[config.mk]
export PLATFORM = sky130hd
export DESIGN_NAME = lnk_train_mon
export DESIGN_NICKNAME = d
export VERILOG_FILES = /design/src/rtl/lnk_mon_pkg.sv /design/src/rtl/lnk_status_qual.sv /design/src/rtl/lnk_interval_timer.sv /design/src/rtl/lnk_try_counter.sv /design/src/rtl/lnk_train_mon.sv
export SDC_FILE = /design/constraint.sdc
export NUM_CORES = 1
export LEC_CHECK = 0
export BUFFER_PORTS_ARGS = -buffer_cell sky130_fd_sc_hd__buf_2
export CORE_ASPECT_RATIO = 0.8
export CORE_MARGIN = 4
export CORE_UTILIZATION = 50
export CTS_CLUSTER_SIZE = 30
export DETAILED_ROUTE_END_ITERATION = 10
export GPL_ROUTABILITY_DRIVEN = 0
export GPL_TIMING_DRIVEN = 0
export HOLD_SLACK_MARGIN = 0.15
export PLACE_DENSITY = 0.85
export SYNTH_ARGS = -nofsm -noshare
export SYNTH_HDL_FRONTEND = slang
export SYNTH_SLANG_ARGS = --single-unit
[constraint.sdc]
create_clock -name clk -period 6 [get_ports clk]
set_input_delay 0.6 -clock clk [delete_from_list [all_inputs] [get_ports clk]]
set_output_delay 0.6 -clock clk [all_outputs]
set_load 0.005 [all_outputs]
[src/rtl/lnk_mon_pkg.sv]
package lnk_mon_pkg;

    typedef enum logic [2:0] {
        MS_IDLE   = 3'd0,
        MS_SETTLE = 3'd1,
        MS_POLL   = 3'd2,
        MS_FINAL  = 3'd3,
        MS_PASSED = 3'd4,
        MS_FAILED = 3'd5
    } mon_state_t;

endpackage

[src/rtl/lnk_status_qual.sv]
// Decodes link-good from the status word and freezes both debug words on request.
module lnk_status_qual #(
    parameter int W         = 32,
    parameter int UP_BIT    = 4,
    parameter int TRAIN_BIT = 29
) (
    input  logic         clk,
    input  logic         rst_n,
    input  logic [W-1:0] stat_i,
    input  logic [W-1:0] aux_i,
    input  logic         clr_i,
    input  logic         cap_i,
    output logic         link_ok_o,
    output logic [W-1:0] cap_stat_o,
    output logic [W-1:0] cap_aux_o
);

    assign link_ok_o = stat_i[UP_BIT] & ~stat_i[TRAIN_BIT];

    always_ff @(posedge clk or negedge rst_n) begin
        if (!rst_n) begin
            cap_stat_o <= '0;
            cap_aux_o  <= '0;
        end else if (cap_i) begin
            cap_stat_o <= stat_i;
            cap_aux_o  <= aux_i;
        end else if (clr_i) begin
            cap_stat_o <= '0;
            cap_aux_o  <= '0;
        end
    end

endmodule

[src/rtl/lnk_interval_timer.sv]
// Down-counter: load has priority, otherwise it counts down to zero and holds there.
module lnk_interval_timer #(
    parameter int TW = 8
) (
    input  logic          clk,
    input  logic          rst_n,
    input  logic          load_i,
    input  logic [TW-1:0] load_val_i,
    output logic          expired_o
);

    logic [TW-1:0] cnt_q;

    always_ff @(posedge clk or negedge rst_n) begin
        if (!rst_n) begin
            cnt_q <= '0;
        end else if (load_i) begin
            cnt_q <= load_val_i;
        end else if (cnt_q != '0) begin
            cnt_q <= cnt_q - 1'b1;
        end
    end

    assign expired_o = (cnt_q == '0);

    AST_TIMER_HOLDS_ZERO: assert property (@(posedge clk) disable iff (!rst_n)
        (expired_o && !load_i) |=> expired_o);

endmodule

[src/rtl/lnk_try_counter.sv]
// Counts failed poll attempts and flags the last allowed attempt.
module lnk_try_counter #(
    parameter int MAX_TRIES = 20
) (
    input  logic clk,
    input  logic rst_n,
    input  logic clr_i,
    input  logic inc_i,
    output logic last_o
);

    localparam int CW = (MAX_TRIES > 1) ? $clog2(MAX_TRIES) : 1;

    logic [CW-1:0] cnt_q;

    always_ff @(posedge clk or negedge rst_n) begin
        if (!rst_n) begin
            cnt_q <= '0;
        end else if (clr_i) begin
            cnt_q <= '0;
        end else if (inc_i && !last_o) begin
            cnt_q <= cnt_q + 1'b1;
        end
    end

    assign last_o = (cnt_q == CW'(MAX_TRIES - 1));

    AST_TRY_BOUND: assert property (@(posedge clk) disable iff (!rst_n)
        (int'(cnt_q) < MAX_TRIES));

endmodule

[src/rtl/lnk_train_mon.sv]
module lnk_train_mon #(
    parameter int SETTLE_CYC = 2500000,
    parameter int POLL_CYC   = 125000,
    parameter int MAX_TRIES  = 20,
    parameter int W          = 32,
    parameter int UP_BIT     = 4,
    parameter int TRAIN_BIT  = 29
) (
    input  logic         clk,
    input  logic         rst_n,
    input  logic         start_i,
    input  logic [W-1:0] dbg_stat_i,
    input  logic [W-1:0] dbg_aux_i,
    output logic         done_o,
    output logic         pass_o,
    output logic         fail_o,
    output logic         hold_phy_rst_o,
    output logic [W-1:0] fail_stat_o,
    output logic [W-1:0] fail_aux_o
);
    import lnk_mon_pkg::*;

    localparam int MAXC = (SETTLE_CYC > POLL_CYC) ? SETTLE_CYC : POLL_CYC;
    localparam int TW   = $clog2(MAXC + 1);
    localparam logic [TW-1:0] SETTLE_LD = TW'(SETTLE_CYC - 1);
    localparam logic [TW-1:0] POLL_LD   = TW'(POLL_CYC - 1);

    mon_state_t    state_q, state_d;
    logic          tmr_load, tmr_expired;
    logic [TW-1:0] tmr_val;
    logic          try_clr, try_inc, try_last;
    logic          cap_en, link_ok;

    lnk_status_qual #(.W(W), .UP_BIT(UP_BIT), .TRAIN_BIT(TRAIN_BIT)) u_qual (
        .clk        (clk),
        .rst_n      (rst_n),
        .stat_i     (dbg_stat_i),
        .aux_i      (dbg_aux_i),
        .clr_i      (try_clr),
        .cap_i      (cap_en),
        .link_ok_o  (link_ok),
        .cap_stat_o (fail_stat_o),
        .cap_aux_o  (fail_aux_o)
    );

    lnk_interval_timer #(.TW(TW)) u_tmr (
        .clk        (clk),
        .rst_n      (rst_n),
        .load_i     (tmr_load),
        .load_val_i (tmr_val),
        .expired_o  (tmr_expired)
    );

    lnk_try_counter #(.MAX_TRIES(MAX_TRIES)) u_try (
        .clk    (clk),
        .rst_n  (rst_n),
        .clr_i  (try_clr),
        .inc_i  (try_inc),
        .last_o (try_last)
    );

    // State register
    always_ff @(posedge clk or negedge rst_n) begin
        if (!rst_n) state_q <= MS_IDLE;
        else        state_q <= state_d;
    end

    // Next state and datapath controls
    always_comb begin
        state_d  = state_q;
        tmr_load = 1'b0;
        tmr_val  = POLL_LD;
        try_clr  = 1'b0;
        try_inc  = 1'b0;
        cap_en   = 1'b0;
        unique case (state_q)
            MS_IDLE, MS_PASSED, MS_FAILED: begin
                if (start_i) begin
                    state_d  = MS_SETTLE;
                    tmr_load = 1'b1;
                    tmr_val  = SETTLE_LD;
                    try_clr  = 1'b1;
                end
            end
            MS_SETTLE: begin
                if (tmr_expired) begin
                    state_d  = MS_POLL;
                    tmr_load = 1'b1;
                end
            end
            MS_POLL: begin
                if (tmr_expired) begin
                    if (link_ok) begin
                        state_d = MS_PASSED;
                    end else if (try_last) begin
                        state_d = MS_FINAL;
                    end else begin
                        try_inc  = 1'b1;
                        tmr_load = 1'b1;
                    end
                end
            end
            MS_FINAL: begin
                if (link_ok) begin
                    state_d = MS_PASSED;
                end else begin
                    state_d = MS_FAILED;
                    cap_en  = 1'b1;
                end
            end
            default: state_d = MS_IDLE;
        endcase
    end

    // Outputs
    always_comb begin
        done_o         = 1'b0;
        pass_o         = 1'b0;
        fail_o         = 1'b0;
        hold_phy_rst_o = 1'b0;
        unique case (state_q)
            MS_PASSED: begin
                done_o = 1'b1;
                pass_o = 1'b1;
            end
            MS_FAILED: begin
                done_o         = 1'b1;
                fail_o         = 1'b1;
                hold_phy_rst_o = 1'b1;
            end
            MS_IDLE, MS_SETTLE, MS_POLL, MS_FINAL: ;
            default: ;
        endcase
    end

    AST_RESULT_EXCL: assert property (@(posedge clk) disable iff (!rst_n)
        !(pass_o && fail_o));
    AST_PASS_NEEDS_LINK: assert property (@(posedge clk) disable iff (!rst_n)
        $rose(pass_o) |-> $past(link_ok));
    AST_FAIL_CAPTURE: assert property (@(posedge clk) disable iff (!rst_n)
        $rose(fail_o) |-> (fail_stat_o == $past(dbg_stat_i) && fail_aux_o == $past(dbg_aux_i)));
    AST_HOLD_ON_FAIL: assert property (@(posedge clk) disable iff (!rst_n)
        fail_o |-> hold_phy_rst_o);
    AST_RESULT_HELD: assert property (@(posedge clk) disable iff (!rst_n)
        (done_o && !start_i) |=> (done_o && $stable(pass_o) && $stable(fail_o)));
    AST_RESTART_CLEARS: assert property (@(posedge clk) disable iff (!rst_n)
        (done_o && start_i) |=> (!done_o && !hold_phy_rst_o));

endmodule

==> metrics.md, run 1 <==
| Metric | Value |
|---|---|
| Status | completed |
| Remaining DRCs | 0 |
| Fmax achieved | roughly 420 MHz |
| #FFs+latches synth | 94 |
| Hold Worst Slack | 0.144 ns |
| Post-layout min period | roughly 2.4 ns |
| Commonest non-fill, non-tap cell in the layout | buf_2 |
| # IOs | 135 |
| Highest cell delay on the worst timing path | 0.74 ns |
| Leading cell types in the layout, fill and taps excluded | buf_2, dfrtp_1, a22o_1, nor2_1, nand2_1 |
| GRT Util Overall | 22.3% |
| Critical path's top delay family | simple AND/OR/NAND/NOR gates |
| Met2 usage | 37.7% |
| Largest cells by area after synthesis | dfrtp_1, a22o_1, nor2_1, o21ai_0, nand2_1 |
| Reg2reg end | u_tmr.cnt_q[20] |
| Pins Over Slew Limit | 0 |
| Fin crit share | 39.6% |
| Leak | 0.00263 uW |
| Placement Cell Area | approximately 0.005 sq mm |
| EDFF count, synth | 0 |
| Vias | 3338 |
| CP endpoint kind | flop |
| Cell count after synthesis | roughly 330 |
| Critical Path Source Type | flop |
| DR iter-0 viols | roughly 260 |
| Area delta synth->final | 26.0% |
| Largest net degree at the start of global routing | 66 |
| Area of the mapped netlist | 0.00403 sq mm |
| Setup TNS | 0 ns |
| Clk pin slew, worst setup/hold paths | ~0.1 ns |
| Cell count of the worst reg-to-reg path | 6 |
| CTS tree | yes |
| IO Port Bufs | 134 |
| Post-synthesis sequential area ratio | 58.4% |
| Die width | between 100 and 150 um |
| Worst slack, placed | 3.49 ns |
| Worst slew pin tran | roughly 0.90 ns |
| Core box area | 0.00760 sq mm |
| Final core occ | 66.7% |
| First-pass GRT wire length | 16500 um |
| Max VDD drop | roughly 0.00017 V |
| CP bufs+invs | 0 |
| Post-synth ARST share | 100% |
| Antenna fix cells | 0 |
| Die Height | 88.3 um |
| Clock Latency Late Sink | 0.37 ns |
| Routed wire length | 10700 um |
| Antenna-violating nets left | 0 |
| Post-synth top area share | 58.4% |
| Power per Cell Area | 278 mW/mm^2 |
| Max-slew headroom at the worst pin | between 30% and 40% |
| Flop-to-flop setup slack | approximately 3.6 ns |
| YS warnings | 0 |
| Final worst setup slack | 3.62 ns |
| Cells along the critical path | ha_1, nor4bb_1, o41ai_1, nand4_1, nand2_1, nor2_1 |
| Post-cts sizing count | 0 |
| Met3 Resource Use GR | 3.57% |
| Syn Area/Cell | 12.1 sq um |
| Setup Fix Bufs, Post-CTS | 0 |
| Remaining Overflow, GRT | 0 |
| Drt first pass iters | 5 |
| Final setup violation count | 0 |
| RSZ-0062 raised after global routing | false |
| Clock root buffer | clkbuf_8 |
| Slowest cell on crit path | o41ai_1 |
| Initial antenna violation count | 0 |
| Die area | 0.00956 sq mm |
| CP max FO | 5 |
| Final instance area | about 0.005 sq mm |
| CP required | between 6 and 7 ns |
| Cts hold-fix bufs | 0 |
| Clk buf depth | 2 |
| Class of the worst hold path | in -> async |
| Vias in the first global route | 3299 |
| Layout Skew | 0.0108 ns |
| Starting Density | 53.0% |
| FP Rows | 28 |
| RR Startpoint | u_try.cnt_q[0] |
| Crit path kind | reg -> reg |
| Final count of hold timing violations | 0 |
| Clock Sink Count | 94 |
| Synth cell types | 56 |
| Arrival @ worst endpoint | 2.64 ns |
| CTS Buf Count | 9 |
| Layout cell share with drive strength beyond 1 | a little under two fifths |
| Syn_nets | approximately 400 |
| Fillers | 571 |
| GR peak layer | met2 |
| Met1 Use GR | roughly 28% |
| Max_cap viols | 0 |
| Nets@finish | 547 |
| Synth Flop Type | dfrtp_1 |
| Vias/cell | 5.68 |
| WL per Instance | 18.1 um |
| HPWL after DPL | 7730 um |
| Area leader, netlist | dfrtp_1 |
| H-tree level count | 3 |
[cell families after synthesis]
group / share of synthesized area, %
AOI/OAI and AO/OA: 19.4
xor gates and xnor gates: 2.17
adders and majority gates: 0.621
buffers and inverters: 2.67
DFF: 58.4
muxes: 1.27
and+or+nand+nor: 15.4
[stage by stage]
step,power (uW),cells
after floorplan,879,332
after global placement,961,571
after detailed placement,976,572
after CTS,1420,588
after global routing,1470,588
final,1410,588
[cells in the mapped netlist, types with 2 or more instances]
library cell   n
nand3_2        2
clkbuf_1      10
mux2i_1        4
xnor2_1        6
nand2b_1       2
a21o_1         3
nor4_2         2
nor2b_1        2
nand4b_1       2
nand3_1        4
and2_1         2
and3_1         2
nor3_2         5
nor3_1         7
dfrtp_1       94
o211ai_1       2
inv_1          6
nand2_1       17
or3_1          6
a22o_1        62
ha_1           2
nor2_1        21
o31a_1         2
nand4_1        4
xor2_1         4
a21oi_1        7
nor3_4         2
o21ai_0       14
nor4_1         2
buf_2          8
[how the worst max path moves through the flow]
stage / start / to / slack [ns] / depth (start not counted)
6_report: u_try.cnt_q[0] / u_tmr.cnt_q[20] / 3.62 / 6
5_1_grt: u_try.cnt_q[0] / u_tmr.cnt_q[20] / 3.54 / 6
4_1_cts: state_q[1] / hold_phy_rst_o / 3.65 / 5
3_5_place_dp: dbg_stat_i[4] / u_tmr.cnt_q[20] / 3.49 / 6
3_3_place_gp: rst_n / u_qual.cap_aux_o[18] / 3.50 / 1
2_1_floorplan: u_tmr.cnt_q[0] / u_tmr.cnt_q[1] / 4.03 / 7
[registers in the layout (all words and copies together) (netlist names)]
signal             cells
u_qual.cap_stat_o     32
u_tmr.cnt_q           22
u_qual.cap_aux_o      32
u_try.cnt_q            5
state_q                3
[final cells by class]
| class | count | area, sq um | share of cell area, % |
|---|---|---|---|
| clock buffer | 9 | 124 | 2.44 |
| timing repair buffer | 135 | 701 | 13.8 |
| multi-input combinational | 213 | 1570 | 30.9 |
| tap | 105 | 131 | 2.59 |
| buffer | 19 | 85.1 | 1.68 |
| sequential | 94 | 2350 | 46.4 |
| clock inverter | 7 | 90.1 | 1.78 |
| inverter | 6 | 22.5 | 0.444 |
[worst reg2reg max path: stages (launching register included)]
cell,delay [ns]
dfrtp_1,0.42
ha_1,0.24
nor4bb_1,0.16
o41ai_1,0.74
nand4_1,0.41
nand2_1,0.22
nor2_1,0.07
[power breakdown]
part	internal [uW]	total, uW	leakage [uW]	switching, uW
registers	696	762	0.00121	66.1
clock network	202	444	0.000101	242
logic	107	203	0.00132	95.6
total	1010	1410	0.00263	404
[layer usage]
| metal | wire length, um | vias up |
|---|---|---|
| met3 | 708 | 22 |
| met4 | 235 | 0 |
| met5 | 0 | - |
| li1 | - | 1537 |
| met2 | 5490 | 127 |
| met1 | 4230 | 1652 |
Note: power is estimated with default switching activity, not from simulation.
==> run 2: changes to the inputs <==
ABC_AREA = 1   (was not set)
CORE_UTILIZATION = 47   (was 50)
PLACE_DENSITY = 0.82   (was 0.85)
clock period = 2.1 ns   (was 6 ns; I/O delays follow)
==> metrics.md, run 2 <==
| Metric | Value |
|---|---|
| Post-synth top cells | dfrtp_1, inv_1, nand3_1 (was dfrtp_1, a22o_1, nor2_1) |
| Drt first pass iters | 5 (unchanged) |
| Largest regs | u_qual.cap_aux_o (32), u_qual.cap_stat_o (32), u_tmr.cnt_q (22) (unchanged) |
| CP max FO | 10 (was 5) |
| Pins Over Slew Limit | 0 (unchanged) |
| Remaining Overflow, GRT | 0 (unchanged) |
| Class of the worst hold path | in -> reg (was in -> async) |
| Fillers | 625 (was 571) |
| Vias/cell | 5.57 (was 5.68) |
| Post-synthesis sequential area ratio | 51.0% (was 58.4%) |
| Max-slew headroom at the worst pin | 65.9% (was 39.3%) |
| DR iter-0 viols | 394 (was 262) |
| FP Rows | 32 (was 28) |
| First-pass GRT wire length | 25400 um (was 16500 um) |
| Arrival @ worst endpoint | 2.25 ns (was 2.64 ns) |
| Routed wire length | 15900 um (was 10700 um) |
| YS warnings | 0 (unchanged) |
| Antenna fix cells | 0 (unchanged) |
| Vias | 4911 (was 3338) |
| Fmax achieved | 497 MHz |
| Die Height | 96.6 um (was 88.3 um) |
| Largest net degree at the start of global routing | 58 (was 66) |
| Nets@finish | 826 (was 547) |
| Die width | 119 um (was 108 um) |
| Cell count after synthesis | 548 (was 332) |
| GRT Util Overall | 27.8% (was 22.3%) |
| Final setup violation count | 0 (unchanged) |
| CTS Buf Count | 9 (unchanged) |
| Initial antenna violation count | 0 (unchanged) |
| Syn_nets | 617 (was 401) |
| Most frequent cell after synthesis | dfrtp_1 (unchanged) |
| Hold Worst Slack | 0.192 ns (was 0.144 ns) |
| H-tree level count | 3 (unchanged) |
| Max VDD drop | 0.000820 V (was 0.000169 V) |
| Post-layout min period | 2.01 ns |
| Area of the mapped netlist | 0.00461 sq mm (was 0.00403 sq mm) |
| Starting Density | 48.0% (was 53.0%) |
| Critical Path Source Type | input port (was flop) |
| Layout Skew | 0.0133 ns (was 0.0108 ns) |
| Clk buf depth | 2 (unchanged) |
| Synth cell types | 32 (was 56) |
| Power per Cell Area | 1130 mW/mm^2 (was 278 mW/mm^2) |
| Fin crit share | 95.8% |
| Post-synth top area share | 51.0% (was 58.4%) |
| HPWL after DPL | 8890 um (was 7730 um) |
| Final core occ | 66.5% (was 66.7%) |
| EDFF count, synth | 0 (unchanged) |
| Synth Flop Type | dfrtp_1 (unchanged) |
| Clock Sink Count | 94 (unchanged) |
| Remaining DRCs | 0 (unchanged) |
| Vias in the first global route | 5107 (was 3299) |
| Syn Area/Cell | 8.41 sq um (was 12.1 sq um) |
| Leading cell types in the layout, fill and taps excluded | buf_2, dfrtp_1, inv_1, nand3_1, nand2_1 (was buf_2, dfrtp_1, a22o_1, nor2_1, nand2_1) |
| Status | completed (unchanged) |
| Final count of hold timing violations | 0 (unchanged) |
| Post-synth ARST share | 100% (unchanged) |
| #FFs+latches synth | 94 (unchanged) |
| CP endpoint kind | flop (unchanged) |
| IO Port Bufs | 134 (unchanged) |
| Core box area | 0.00961 sq mm (was 0.00760 sq mm) |
| Commonest non-fill, non-tap cell in the layout | buf_2 (unchanged) |
| Die area | 0.0115 sq mm (was 0.00956 sq mm) |
| Layout cell share with drive strength beyond 1 | 25.1% (was 37.7%) |
| Clock Latency Late Sink | 0.35 ns (was 0.37 ns) |
| # IOs | 135 (unchanged) |
| Largest cells by area after synthesis | dfrtp_1, nand3_1, inv_1, o21ai_0, nand2_1 (was dfrtp_1, a22o_1, nor2_1, o21ai_0, nand2_1) |
| WL per Instance | 18.0 um (was 18.1 um) |
| Area leader, netlist | dfrtp_1 (unchanged) |
| Crit path kind | in -> reg (was reg -> reg) |
| Clock root buffer | clkbuf_16 (was clkbuf_8) |
| Antenna-violating nets left | 0 (unchanged) |
| RSZ-0062 raised after global routing | false (unchanged) |
| CP required | 2.34 ns (was 6.26 ns) |
| Clk pin slew, worst setup/hold paths | 0.07 ns (was 0.10 ns) |
| Max_cap viols | 0 (unchanged) |
| Leak | 0.00346 uW (was 0.00263 uW) |
| CTS tree | yes (unchanged) |
| Worst slew pin tran | 0.512 ns (was 0.899 ns) |
| Area delta synth->final | 38.7% (was 26.0%) |
run 2: cell count changes in the layout (fill, tap and decap cells not counted), moves of 32 or more:
cell | before | now
nand3_1 | 4 | 84
dlygate4sd3_1 | 0 | 63
nand2_1 | 17 | 68
nor2_1 | 21 | 53
inv_1 | 6 | 88
a22o_1 | 62 | 0
o21ai_0 | 14 | 66
run 2: path summary, 6_finish.rpt:
kind,start,end,slack (ns),cells past startpoint
max,dbg_stat_i[29],u_qual.cap_aux_o[5],0.09,9
min,dbg_stat_i[25],u_qual.cap_stat_o[25],0.19,3
max reg2reg,u_tmr.cnt_q[0],u_try.cnt_q[2],0.11,9
min reg2reg,u_qual.cap_stat_o[16],u_qual.cap_stat_o[16],0.51,2
max in group asynchronous,rst_n,u_qual.cap_stat_o[1],1.07,3
min in group asynchronous,rst_n,u_tmr.cnt_q[13],0.39,2
run 2: stage by stage:
stage	instances	setup WS, ns	area [sq um]	total power, uW	setup TNS (ns)
2_1_floorplan	548	0.432	4610	4190	0
3_3_place_gp	801	-0.0337	5430	5050	-2.65
3_5_place_dp	802	0.184	5460	5180	0
4_1_cts	881	0.182	6390	6930	0
5_1_grt	881	0.0105	6390	7570	0
6_report	881	0.0886	6390	7190	0
run 2: cell families (layout without fill, tap and decap cells):
group	count (synthesis)	count (layout)	share of synthesized area [%]
AO/OA/AOI/OAI	82	82	9.42
XOR/XNOR	16	16	3.20
AND/OR/NAND/NOR	239	239	25.3
adder cells (fa/ha/maj)	2	2	0.543
buffers and inverters	115	329	10.5
flip-flops	94	94	51.0
run 2: layout make-up:
type	instances	area, sq um	share of cell area [%]
Clock inverter	6	68.8	1.08
Multi-Input combinational cell	339	1780	27.8
Tap cell	119	149	2.33
Clock buffer	10	229	3.58
Sequential cell	94	2350	36.8
Inverter	91	342	5.34
Buffer	24	146	2.29
Timing Repair Buffer	198	1330	20.8
run 2: critical path, stage by stage:
cell and delay (ns):
dlygate4sd3_1 0.54, buf_2 0.12, inv_1 0.06, nand2_1 0.15, nand3_1 0.18, buf_2 0.29
buf_1 0.40, nand3_1 0.15, o21ai_0 0.14
run 2: routing by layer:
layer  up-vias  global-route usage (%)  part of all wire, %
li1       2160                       -                    -
met1      2286                    32.9                   37
met2       356                    47.0                   48
met3       109                    6.81                  9.4
met4         0                    16.1                  6.0
met5         -                       0                    0
run 2: repair_timing:
item	CTS	global route
setup buffers	0	0
gates resized for setup	0	5
setup endpoints to repair	0	24
hold buffers	63	0
endpoints found under the hold margin	99	0
run 2: power by group:
| group | internal (uW) | leakage [uW] | switching (uW) |
|---|---|---|---|
| clock network | 933 | 0.000143 | 736 |
| logic | 1050 | 0.00209 | 1680 |
| registers | 2360 | 0.00123 | 439 |
| total | 4340 | 0.00346 | 2850 |
==> run 3: changes to the inputs <==
CORE_ASPECT_RATIO = 1.2   (was 0.8)
PLACE_DENSITY = 0.83   (was 0.82)
SYNTH_HIERARCHICAL = 1   (was not set)
==> metrics.md, run 3 <==
| Metric | Value |
|---|---|
| Layout Skew | 0.0220 ns (was 0.0133 ns) |
| Initial antenna violation count | 1 (was 0) |
| #FFs+latches synth | 94 (unchanged) |
| Antenna-violating nets left | 0 (unchanged) |
| Vias | 5044 (was 4911) |
| Total power | 4040 uW (was 7190 uW) |
| Leak | 0.00370 uW (was 0.00346 uW) |
| Critical Path Source Type | flop (was input port) |
| Synth Flop Type | dfrtp_1 (unchanged) |
| Status | complete, but fails checks (was completed) |
| Fin crit share | 108% (was 95.8%) |
| Nets@finish | 890 (was 826) |
| Worst slew pin tran | 0.519 ns (was 0.512 ns) |
| Most frequent cell after synthesis | nand2_1 (was dfrtp_1) |
| Max VDD drop | 0.000479 V (was 0.000820 V) |
| Vias/cell | 5.33 (was 5.57) |
| Critical path's top delay family | simple AND/OR/NAND/NOR gates (was buffers and inverters) |
| Post-synth top area share | 52.2% (was 51.0%) |
| Starting Density | 48.9% (was 48.0%) |
| Layout Cells excl Fill | 947 (was 881) |
| Setup TNS | -2.37 ns (was 0 ns) |
| YS warnings | 6 (was 0) |
| Clk buf depth | 2 (unchanged) |
| H-tree level count | 3 (unchanged) |
| Arrival @ worst endpoint | 2.59 ns (was 2.25 ns) |
| Final setup violation count | 24 (was 0) |
| RSZ-0062 raised after global routing | true (was false) |
| Max-slew headroom at the worst pin | 65.4% (was 65.9%) |
| Remaining DRCs | 0 (unchanged) |
| Largest cells by area after synthesis | dfrtp_1, nand2_1, nor2_1, inv_1, nand3_1 (was dfrtp_1, nand3_1, inv_1, o21ai_0, nand2_1) |
| Failing checks | negative setup slack |
| Clock Sink Count | 94 (unchanged) |
| Post-synth top cells | nand2_1, dfrtp_1, nor2_1 (was dfrtp_1, inv_1, nand3_1) |
| Clock Latency Late Sink | 0.39 ns (was 0.35 ns) |
| Die Height | 115 um (was 96.6 um) |
| Synth cell types | 28 (was 32) |
| Vias in the first global route | 5155 (was 5107) |
| GRT Util Overall | 28.6% (was 27.8%) |
| Worst path most repeated cell | inv_1 |
| DR iter-0 viols | 435 (was 394) |
| Die width | 97.4 um (was 119 um) |
| CP bufs+invs | 5 (unchanged) |
| Highest cell delay on the worst timing path | 0.46 ns (was 0.54 ns) |
| First-pass GRT wire length | 25400 um (unchanged) |
| CTS tree | yes (unchanged) |
| CP required | 2.41 ns (was 2.34 ns) |
| Class of the worst hold path | in -> reg (unchanged) |
| Commonest non-fill, non-tap cell in the layout | nand2_1 (was buf_2) |
| Remaining Overflow, GRT | 0 (unchanged) |
| Cells along the critical path | nor2_2, nand2_1, inv_1, nand2_2, nor4_4, inv_1, o211ai_1, buf_4, inv_4, nand4_1, inv_2, a21oi_2 (was dlygate4sd3_1, buf_2, inv_1, nand2_1, nand3_1, buf_2, buf_1, nand3_1, o21ai_0) |
| # IOs | 135 (unchanged) |
| Placed Instances | 845 (was 802) |
| Post-layout min period | 2.28 ns (was 2.01 ns) |
| Area of the mapped netlist | 0.00451 sq mm (was 0.00461 sq mm) |
| CP max FO | 5 (was 10) |
| Final worst setup slack | -0.177 ns (was 0.0886 ns) |
| Pins Over Slew Limit | 0 (unchanged) |
| Leading cell types in the layout, fill and taps excluded | nand2_1, buf_2, dfrtp_1, dlygate4sd3_1, nor2_1 (was buf_2, dfrtp_1, inv_1, nand3_1, nand2_1) |
| Area delta synth->final | 43.5% (was 38.7%) |
| Max_cap viols | 0 (unchanged) |
| Final core occ | 70.1% (was 66.5%) |
| EDFF count, synth | 0 (unchanged) |
| IO Port Bufs | 134 (unchanged) |
| HPWL after DPL | 8330 um (was 8890 um) |
| FP Rows | 38 (was 32) |
| Area leader, netlist | dfrtp_1 (unchanged) |
| Core box area | 0.00922 sq mm (was 0.00961 sq mm) |
| Slowest cell on crit path | dfrtp_1 (was dlygate4sd3_1) |
| Power per Cell Area | 625 mW/mm^2 (was 1130 mW/mm^2) |
| Fillers | 585 (was 625) |
| Clock root buffer | clkbuf_8 (was clkbuf_16) |
| Clk pin slew, worst setup/hold paths | 0.12 ns (was 0.07 ns) |
| Die area | 0.0112 sq mm (was 0.0115 sq mm) |
| Routed wire length | 16200 um (was 15900 um) |
| Layout cell share with drive strength beyond 1 | 28.6% (was 25.1%) |
| Cell count after synthesis | 583 (was 548) |
| Largest regs | u_qual/cap_aux_o (32), u_qual/cap_stat_o (32), u_tmr/cnt_q (22) (was u_qual.cap_aux_o (32), u_qual.cap_stat_o (32), u_tmr.cnt_q (22)) |
| Syn Area/Cell | 7.73 sq um (was 8.41 sq um) |
| Crit path kind | reg -> reg (was in -> reg) |
| Post-synthesis sequential area ratio | 52.2% (was 51.0%) |
| Drt first pass iters | 6 (was 5) |
| Post-synth ARST share | 100% (unchanged) |
| CTS Buf Count | 9 (unchanged) |
| Final count of hold timing violations | 0 (unchanged) |
| Largest net degree at the start of global routing | 60 (was 58) |
| Fmax achieved | 439 MHz (was 497 MHz) |
| CP endpoint kind | flop (unchanged) |
| WL per Instance | 17.1 um (was 18.0 um) |
| Worst slack, placed | -0.274 ns (was 0.184 ns) |
==> run 3: tightest hold or removal path, stage by stage <==
cell and delay, ns:
buf_2 0.09, nand3b_1 0.11, nand2_2 0.09, o21ai_2 0.12
==> run 3: cell type report <==
cell class / instances / area, sq um / area share [%]
clock inverter: 7 / 63.8 / 0.986
buffer: 18 / 125 / 1.93
antenna: 1 / 2.50 / 0.0387
sequential: 94 / 2350 / 36.4
multi-input combinational: 436 / 1980 / 30.6
clock buffer: 9 / 124 / 1.91
timing repair buffer: 220 / 1510 / 23.3
tap: 120 / 150 / 2.32
inverter: 42 / 164 / 2.53
==> run 3: where the power goes <==
group	internal, uW	leakage [uW]	total [uW]	switching, uW
registers	1920	0.00125	2060	139
clock network	456	0.0000938	1200	747
logic	354	0.00236	782	429
total	2730	0.00370	4040	1310
==> run 3: through the flow <==
step	area, sq um	hold slack [ns]
floorplan	4550	-0.0856
global placement	5380	0.410
detailed placement	5410	0.222
CTS	6350	0.282
global route	6470	0.308
finish	6470	0.265
==> run 3: metal layers <==
layer  vias up  GRT usage (%)  wire length, um
met3        87           6.86             1580
li1       2243              -                -
met1      2360           31.0             5610
met2       354           51.3             8040
met5         -              0                0
met4         0           16.0              934
==> run 3: cell families (layout without fill, tap and decap cells) <==
logic type / after synthesis / count (layout) / synth area share (%)
and+or+nand+nor: 391 / 391 / 36.0
DFF: 94 / 94 / 52.2
buffers and inverters: 60 / 296 / 6.02
AOI/OAI and AO/OA: 20 / 20 / 2.36
xor gates and xnor gates: 14 / 14 / 2.72
adders and majority gates: 2 / 2 / 0.555
other: 2 / 10 / 0.167
==> run 3: worst paths after layout <==
path                                            from                    end  slack (ns)  depth (start not counted)
worst min register to register  u_qual/cap_aux_o[12]   u_qual/cap_aux_o[12]        0.48                          2
worst max register to register       u_tmr/cnt_q[10]         u_tmr/cnt_q[7]       -0.18                         12
min in group asynchronous                      rst_n  u_qual/cap_stat_o[19]        0.34                          2
worst max-delay path                 u_tmr/cnt_q[10]         u_tmr/cnt_q[7]       -0.18                         12
worst min-delay path                         start_i             state_q[1]        0.26                          4
max in group asynchronous                      rst_n         u_try/cnt_q[0]        1.08                          3
==> run 3: timing repair <==
item,4_1_cts,5_1_grt
gates cloned,0,1
hold buffers,65,0
setup endpoints to repair,22,89
hold endpoints to repair,99,0
gates resized for setup,14,16
buffers inserted,9,10
pin swaps,7,10
